===== src/rtl/irq_word_pkg.sv =====
package irq_word_pkg;
  localparam int unsigned N_LINES  = 4;
  localparam int unsigned N_ERR    = 8;
  localparam int unsigned PRIO_W   = 7;
  localparam int unsigned WAIT_W   = 4;
  // field positions decoded by software
  localparam int unsigned STS_LSB  = 28;
  localparam int unsigned LEN_LSB  = 22;
  localparam int unsigned EHI_LSB  = 26;
  localparam int unsigned ELO_LSB  = 16;
  localparam int unsigned PRIO_LSB = 8;
  localparam int unsigned WAIT_LSB = 0;
endpackage


===== src/rtl/irq_word_line.sv =====
module irq_word_line (
  input  logic clk_i,
  input  logic rst_ni,
  input  logic lvl_i,
  input  logic ack_i,
  output logic pend_o
);
  logic pend_q;

  // set dominates acknowledge
  always_ff @(posedge clk_i or negedge rst_ni) begin
    if (!rst_ni)    pend_q <= 1'b0;
    else if (lvl_i) pend_q <= 1'b1;
    else if (ack_i) pend_q <= 1'b0;
  end

  assign pend_o = pend_q;
endmodule


===== src/rtl/irq_word_err.sv =====
module irq_word_err #(
  parameter int unsigned N = 8
) (
  input  logic         clk_i,
  input  logic         rst_ni,
  input  logic [N-1:0] evt_i,
  input  logic [N-1:0] en_i,
  output logic         hit_o
);
  logic hit_q;

  always_ff @(posedge clk_i or negedge rst_ni) begin
    if (!rst_ni) hit_q <= 1'b0;
    else         hit_q <= |(evt_i & en_i);
  end

  assign hit_o = hit_q;
endmodule


===== src/rtl/irq_word_cfg.sv =====
module irq_word_cfg
  import irq_word_pkg::*;
(
  input  logic              clk_i,
  input  logic              rst_ni,
  input  logic              wr_en_i,
  input  logic [3:0]        be_i,
  input  logic [31:16]      wd_hi_i,
  input  logic [PRIO_W-1:0] wd_prio_i,
  input  logic [WAIT_W-1:0] wd_wait_i,
  output logic [N_LINES-1:0] len_o,
  output logic [N_ERR-1:0]  een_o,
  output logic [PRIO_W-1:0] prio_o,
  output logic [WAIT_W-1:0] wait_o
);
  logic [N_LINES-1:0] len_q;
  logic [N_ERR-1:0]   een_q;
  logic [PRIO_W-1:0]  prio_q;
  logic [WAIT_W-1:0]  wait_q;
  logic [3:0]         we;

  assign we = be_i & {4{wr_en_i}};

  always_ff @(posedge clk_i or negedge rst_ni) begin
    if (!rst_ni) begin
      len_q  <= '0;
      een_q  <= '0;
      prio_q <= '0;
      wait_q <= '0;
    end else begin
      if (we[3]) begin
        een_q[7:6] <= wd_hi_i[EHI_LSB+1:EHI_LSB];
        len_q[3:2] <= wd_hi_i[LEN_LSB+3:LEN_LSB+2];
      end
      if (we[2]) begin
        len_q[1:0] <= wd_hi_i[LEN_LSB+1:LEN_LSB];
        een_q[5:0] <= wd_hi_i[ELO_LSB+5:ELO_LSB];
      end
      if (we[1]) prio_q <= wd_prio_i;
      if (we[0]) wait_q <= wd_wait_i;
    end
  end

  assign len_o  = len_q;
  assign een_o  = een_q;
  assign prio_o = prio_q;
  assign wait_o = wait_q;
endmodule


===== src/rtl/irq_word_unit.sv =====
module irq_word_unit
  import irq_word_pkg::*;
(
  input  logic        clk_i,
  input  logic        rst_ni,
  input  logic [3:0]  line_i,
  input  logic [7:0]  err_i,
  input  logic        wr_en_i,
  input  logic [3:0]  be_i,
  input  logic [31:0] wdata_i,
  output logic [31:0] rdata_o,
  output logic        irq_o
);
  logic [N_LINES-1:0] pend, len, ack;
  logic [N_ERR-1:0]   een;
  logic [PRIO_W-1:0]  prio;
  logic [WAIT_W-1:0]  wait_v;
  logic               err_hit;
  logic               unused_wdata;

  assign unused_wdata = ^{wdata_i[15], wdata_i[7:4]};
  assign ack = (wr_en_i && be_i[3]) ? wdata_i[STS_LSB+N_LINES-1:STS_LSB] : '0;

  for (genvar g = 0; g < N_LINES; g++) begin : g_line
    irq_word_line u_line (
      .clk_i (clk_i),
      .rst_ni(rst_ni),
      .lvl_i (line_i[g]),
      .ack_i (ack[g]),
      .pend_o(pend[g])
    );
  end

  irq_word_cfg u_cfg (
    .clk_i    (clk_i),
    .rst_ni   (rst_ni),
    .wr_en_i  (wr_en_i),
    .be_i     (be_i),
    .wd_hi_i  (wdata_i[31:16]),
    .wd_prio_i(wdata_i[PRIO_LSB+PRIO_W-1:PRIO_LSB]),
    .wd_wait_i(wdata_i[WAIT_LSB+WAIT_W-1:WAIT_LSB]),
    .len_o    (len),
    .een_o    (een),
    .prio_o   (prio),
    .wait_o   (wait_v)
  );

  irq_word_err #(.N(N_ERR)) u_err (
    .clk_i (clk_i),
    .rst_ni(rst_ni),
    .evt_i (err_i),
    .en_i  (een),
    .hit_o (err_hit)
  );

  assign rdata_o = {pend, een[7:6], len, een[5:0], 1'b0, prio, 4'b0000, wait_v};
  assign irq_o   = (|(pend & len)) | err_hit;
endmodule


===== config.mk =====
export PLATFORM = sky130hd
export DESIGN_NAME = irq_word_unit
export DESIGN_NICKNAME = d
export VERILOG_FILES = /design/src/rtl/irq_word_pkg.sv /design/src/rtl/irq_word_line.sv /design/src/rtl/irq_word_err.sv /design/src/rtl/irq_word_cfg.sv /design/src/rtl/irq_word_unit.sv
export SDC_FILE = /design/constraint.sdc
export NUM_CORES = 1
export LEC_CHECK = 0
export BUFFER_PORTS_ARGS = -buffer_cell sky130_fd_sc_hd__buf_2
export CAP_MARGIN = 0
export CORE_MARGIN = 2
export CORE_UTILIZATION = 33
export CTS_CLUSTER_SIZE = 40
export DETAILED_ROUTE_END_ITERATION = 12
export MAX_ROUTING_LAYER = met4
export PLACE_DENSITY = 0.73
export SYNTH_ARGS = -nofsm -noshare
export SYNTH_HDL_FRONTEND = slang
export SYNTH_SLANG_ARGS = --single-unit

===== constraint.sdc =====
create_clock -name clk_i -period 0.8 [get_ports clk_i]
set_input_delay 0.08 -clock clk_i [delete_from_list [all_inputs] [get_ports clk_i]]
set_output_delay 0.08 -clock clk_i [all_outputs]
set_load 0.01 [all_outputs]

* Yosys cells after proc, flatten, opt, wreduce, memory -nomap -nowiden
Cells that the tools add are included.
** Word-level totals
- Bits in registers :: 28
- Word-level logic and storage cells :: 31
** Operators by class
- Multiplexer cells :: 9
- Bitwise logic cells :: 4
- Reduce and logical (&&, ||, !) cells :: 7
** Operator list (number)
- $and A4 B4 Y4 :: 2
- $and A8 B8 Y8 :: 1
- $mux W1 :: 8
- $reduce_bool A2 Y1 :: 4
- $reduce_or A8 Y1 :: 1
- $mux W4 :: 1
- $reduce_or A4 Y1 :: 1
- $logic_and A1 B1 Y1 :: 1
- $or A1 B1 Y1 :: 1

* Depth between registers and ports, before layout
- Word-level depth :: 4
- Depth in mapped cells :: 3
- Gate-level depth less buffers :: 2

* Cells and area by module
From an unflattened synthesis, not the netlist that was laid out.
** Unflattened totals
- Cell total of the unflattened synthesis :: 81
- Area, all modules :: 1146.1 um2
** By module, submodules not included
- irq_word_cfg :: instances 1, cells each 50, area each 854.6 um2, seq. area each 575.6 um2
- irq_word_line :: instances 4, cells each 3, area each 36.3 um2, seq. area each 25.0 um2
- irq_word_unit :: instances 1, cells each 13, area each 85.1 um2, seq. area each 0.0 um2
- irq_word_err :: instances 1, cells each 6, area each 61.3 um2, seq. area each 25.0 um2

* Worst setup path after synthesis
OpenSTA, ideal clock, no wires.
- Path kind :: register to output
- From :: reg u_cfg.len_q[0], in the netlist u_cfg.len_o[0]
- To :: out irq_o
- Arrival :: 0.840 ns
- Required time :: 0.720 ns
- Setup slack :: -0.120 ns
- Cell stages (with the launch flop) :: 3
- Buffers on the path :: 0
- Cell sequence :: dfrtp_1 -> a222oi_1 -> nand2_1
** On the way
- Word-level cells in the longest chain between the ends :: 3
** Ends and longest elaborated chain
- start, declared :: RTL line irq_word_cfg.sv:16 : logic [N_LINES-1:0] len_q;
- start signal, assigned :: RTL line irq_word_cfg.sv:36 : len_q[1:0] <= wd_hi_i[LEN_LSB+1:LEN_LSB];
- $and A4 B4 Y4 :: RTL line irq_word_unit.sv:57 : assign irq_o = (|(pend & len)) | err_hit;
- $reduce_or A4 Y1 :: RTL line irq_word_unit.sv:57
- $or A1 B1 Y1 :: RTL line irq_word_unit.sv:57
- end, declared :: RTL line irq_word_unit.sv:12 : output logic irq_o
Every way passes these cells.

* Final worst setup path
Same ends and word-level chain as after synthesis.

==> impl.org <==
** Clock network
- In this run the deepest clock path goes through 2 buffers.
- The later pin in the worst-skew pair is clocked with a latency of 270 ps.
- Clock-pin slew was measured on the worst setup and hold paths at 100 ps.
- CTS placed an instance of sky130_fd_sc_hd__clkbuf_8 at the clock tree root.
- CTS Sinks :: 28
- Number of buffers added by the clock tree synthesis step :: 3
- CTS H-tree lvls :: 1
- TritonCTS clock tree :: done

** Synthesis
- After synthesis, the cell types taking the most area are sky130_fd_sc_hd__dfrtp_1 (54%), sky130_fd_sc_hd__mux2_4 (27%), sky130_fd_sc_hd__buf_4 (5.2%).
- Post-Syn Area :: 1300 µm²
- Cell type with the largest total area after synthesis :: sky130_fd_sc_hd__dfrtp_1
- In this run, synthesis produced a sequential element count of 28.
- Simple-gate share of the synthesized area :: 0.0714
- By area, the combinational part of the netlist is dominated by multiplexers.
- After technology mapping, the gate count stands at 82.
- In this run the mean area of a mapped cell was 15.8 µm².
- After synthesis, the share of cell area in mux cells is 0.266.
- Top-area cell type share of the netlist area :: 0.541
- Number of distinct library cell variants in the gate-level netlist after synthesis :: 14
- The post-synthesis compound-gate area fraction is 0.0579.
- Proportion of synthesized chip area in sequential cells :: 0.541
- Of the total synthesized cell area, the portion taken by XOR and XNOR cells is 0.
- Of the total synthesized cell area, the portion taken by full adders, half adders and majority gates is 0.
- During synthesis, Yosys emitted a total of 0 warnings.

** Routing
- Wire length per cell :: 13.1 µm
- Dividing the detail-routed via count by the number of cells gives 4.42.
- After detailed routing, the total wire length is 2930 µm.
- The detail route stage leaves a number of antenna-violating nets equal to 0.
- For this run, design rule violations remaining after detail routing come to 0.
- Total via count after detailed routing :: 991
- Number of design-rule violations left by the first detailed-router iteration :: 34
- Pre-Repair DR Iteration Count :: 4

** Die
- From bottom edge to top edge, the die measures 66.7 µm.
- The floorplan step defined a core boundary enclosing 3720 µm².
- The initial utilization of the core area, before any placement, comes to 0.349.
- Row generation in the floorplan step produced 22 rows.
- DIE WIDTH :: 66.7 µm
- The floorplan step defined a die boundary enclosing 4450 µm².
- I/O pin cnt :: 84

** Min path
- Terminating pin of the worst hold path :: u_err.hit_o$_DFF_PN0_
- Worst hold path class :: primary input to flip-flop
- Number of cells traversed by the worst hold path :: 3
- In this run the most critical hold path is launched from err_i[1].

** Worst setup path
- Register-to-register setup slack :: -90 ps
- Walking the worst path, the cells encountered are a222oi_1, nand2_1, buf_2.
- Count of cells along the worst register-to-register path :: 3
- Terminus of the critical flop-to-flop path :: g_line[0].u_line.pend_o$_DFFE_PN0P_
- Start of the worst register-to-register path :: g_line[0].u_line.pend_o$_DFFE_PN0P_
- Number of buffer and inverter instances along the worst setup path :: 1
- Data on the critical path is required at its endpoint by 720 ps.
- The largest single stage delay on the critical path is 390 ps.
- Cell class contributing the biggest share of worst-path delay :: flip-flops
- The worst setup path is captured at a primary output.
- Library cell contributing the largest single delay on the critical path :: sky130_fd_sc_hd__dfrtp_1
- STA classifies the critical path startpoint as a flip-flop.
- Critical path data arrival time :: 1250 ps
- Along the worst path, the maximum fanout reaches 2.
- Worst setup path category :: flip-flop to primary output

** Timing
- Setup repair after global routing missed its margin :: true
- Final critical-path share of the clock period :: 1.66
- Subtracting the final worst setup slack from the clock period gives 1330 ps.
- For this run, the top clock speed supported by timing is 754 MHz.
- The number of failing hold endpoints at the final stage came to 0.
- Worst clock skew :: 1.39 ps
- Final setup fails :: 40
- The number of pins exceeding their max-slew limit in the final report was 0.
- Across all setup checks in the final design, the least slack found is -526 ps.

** Global routing
- Across every metal layer, demand over resource in global routing totals 0.148.
- The number of antenna violations at the first check in global routing was 0.
- Entering global routing, the biggest net connects 19 pins.
- The first global-routing pass estimated 4710 µm of wire.
- Aggregate global routing overflow :: 0
- Via count of the first global-routing pass :: 1,013

** Power and ir drop
- Power density over cell area :: 1950 nW/µm²
- Summed over all cells, the static leakage comes to 1.06 nW.
- Across the VDD grid, the largest voltage drop is 993 µV.

** Placed design
- HPWL after detailed placement :: 2180 µm
- Port bufs :: 73
- Worst setup slack before clock tree synthesis :: -249 ps
- Routability-driven placement finished with a final weighted congestion of 0.747.
- Post-DP Area :: 1750 µm²

** Final layout
- # nets final :: 228
- # diodes :: 0
- Post-route standard cell area excluding fillers :: 2020 µm²
- The filler cells instantiated in the layout total 332.
- Layout overhead on the synthesized area :: 55.9%
- Proportion of layout cells with a drive suffix above 1 :: 0.705
- At the end of the flow the core is filled with cells to 0.544.

** Outcome
- Run status :: finished, violations left
- The checks that failed: setup timing.

** Flow run
- Max-cap violations in this run came to 0.
## stage by stage
step	std cells	setup TNS [ps]	hold slack, ps	power (mW)
floorplan	86	-120	-216	2.24
global placement	206	-1930	-24.4	2.65
detailed placement	206	-2070	-20.6	2.66
CTS	220	-4650	16.9	3.94
global route	224	-6190	11.8	4.16
finish	224	-4650	23.6	3.94
## routing by layer
| layer | wire, µm | global-route usage | up-vias |
|---|---|---|---|
| li1 | - | - | 466 |
| met1 | 1210 | 0.165 | 475 |
| met2 | 1470 | 0.256 | 46 |
| met3 | 193 | 0.0389 | 4 |
| met4 | 51 | 0.0485 | 0 |
| met5 | 0 | - | - |
## placed cells by master (no fill, tap or decap)
cell and count:
sky130_fd_sc_hd__buf_12 2, sky130_fd_sc_hd__a21oi_1 1, sky130_fd_sc_hd__a22oi_2 2, sky130_fd_sc_hd__buf_2 67, sky130_fd_sc_hd__buf_6 15, sky130_fd_sc_hd__nand3_1 4, sky130_fd_sc_hd__dfrtp_1 28, sky130_fd_sc_hd__a222oi_1 1
sky130_fd_sc_hd__bufinv_16 1, sky130_fd_sc_hd__nand2_4 2, sky130_fd_sc_hd__nand2_1 1, sky130_fd_sc_hd__nand4_1 1, sky130_fd_sc_hd__mux2_4 23, sky130_fd_sc_hd__a22oi_1 2, sky130_fd_sc_hd__nand2_8 2, sky130_fd_sc_hd__dlygate4sd3_1 5
sky130_fd_sc_hd__conb_1 5, sky130_fd_sc_hd__clkbuf_8 3, sky130_fd_sc_hd__a21o_1 4, sky130_fd_sc_hd__buf_4 7
## cell usage after synthesis
library cell / number
sky130_fd_sc_hd__a21o_1: 4
sky130_fd_sc_hd__a22oi_1: 4
sky130_fd_sc_hd__a21oi_1: 1
sky130_fd_sc_hd__mux2_4: 23
sky130_fd_sc_hd__buf_6: 1
sky130_fd_sc_hd__a222oi_1: 1
sky130_fd_sc_hd__buf_4: 9
sky130_fd_sc_hd__nand2_4: 2
sky130_fd_sc_hd__nand2_8: 2
sky130_fd_sc_hd__dfrtp_1: 28
sky130_fd_sc_hd__conb_1: 1
sky130_fd_sc_hd__nand4_1: 1
sky130_fd_sc_hd__nand3_1: 4
sky130_fd_sc_hd__nand2_1: 1
## cell type report
| class | count | area, µm² | area share |
|---|---|---|---|
| clock inverters | 1 | 30.0 | 0.0149 |
| flip-flops and latches | 28 | 701 | 0.347 |
| multi-input cells | 48 | 542 | 0.268 |
| well taps | 48 | 60.1 | 0.0297 |
| clock buffers | 3 | 41.3 | 0.0204 |
| repair buffers | 96 | 647 | 0.320 |
## power breakdown
part | internal [mW] | switching, mW | total, mW
Sequential | 1.60 | 0.127 | 1.73
Clock | 0.670 | 0.438 | 1.11
Combinational | 0.701 | 0.404 | 1.11
Total | 2.97 | 0.969 | 3.94
## worst min-delay path: stages
cell and delay [ps]:
sky130_fd_sc_hd__buf_2 80, sky130_fd_sc_hd__a22oi_2 40, sky130_fd_sc_hd__nand4_1 60
## kinds of logic (layout without fill, tap and decap cells)
kind of cell | Yosys count | count (layout)
muxes | 23 | 23
AOI/OAI and AO/OA | 10 | 10
DFF | 28 | 28
and+or+nand+nor | 10 | 10
buffers and inverters | 10 | 100
other | 1 | 5
## registers in the layout, indices dropped and copies added (netlist names)
signal	count
u_err.hit_o	1
u_cfg.een_o	8
g_line.u_line.pend_o	4
u_cfg.prio_o	7
u_cfg.len_o	4
u_cfg.wait_o	4
## repair_timing
action / CTS / global route
hold buffers: 5 / 0
endpoints found under the hold margin: 32 / 0
resized for setup: 14 / 4
setup buffers: 5 / 6
gates cloned: 0 / 0
setup endpoints to repair: 32 / 40
pin swaps: 2 / 0
## worst max path at each step
stage | slack, ps | start | to | depth (start not counted)
6_report | -530 | u_cfg.len_o[0]$_DFFE_PN0P_ | irq_o | 3
2_1_floorplan | -120 | u_cfg.len_o[0]$_DFFE_PN0P_ | irq_o | 2
3_5_place_dp | -250 | g_line[0].u_line.pend_o$_DFFE_PN0P_ | irq_o | 3
4_1_cts | -540 | u_cfg.len_o[0]$_DFFE_PN0P_ | irq_o | 3
3_3_place_gp | -230 | g_line[0].u_line.pend_o$_DFFE_PN0P_ | irq_o | 3
5_1_grt | -590 | u_cfg.len_o[0]$_DFFE_PN0P_ | irq_o | 3
Note: power is estimated with default switching activity, not from simulation.
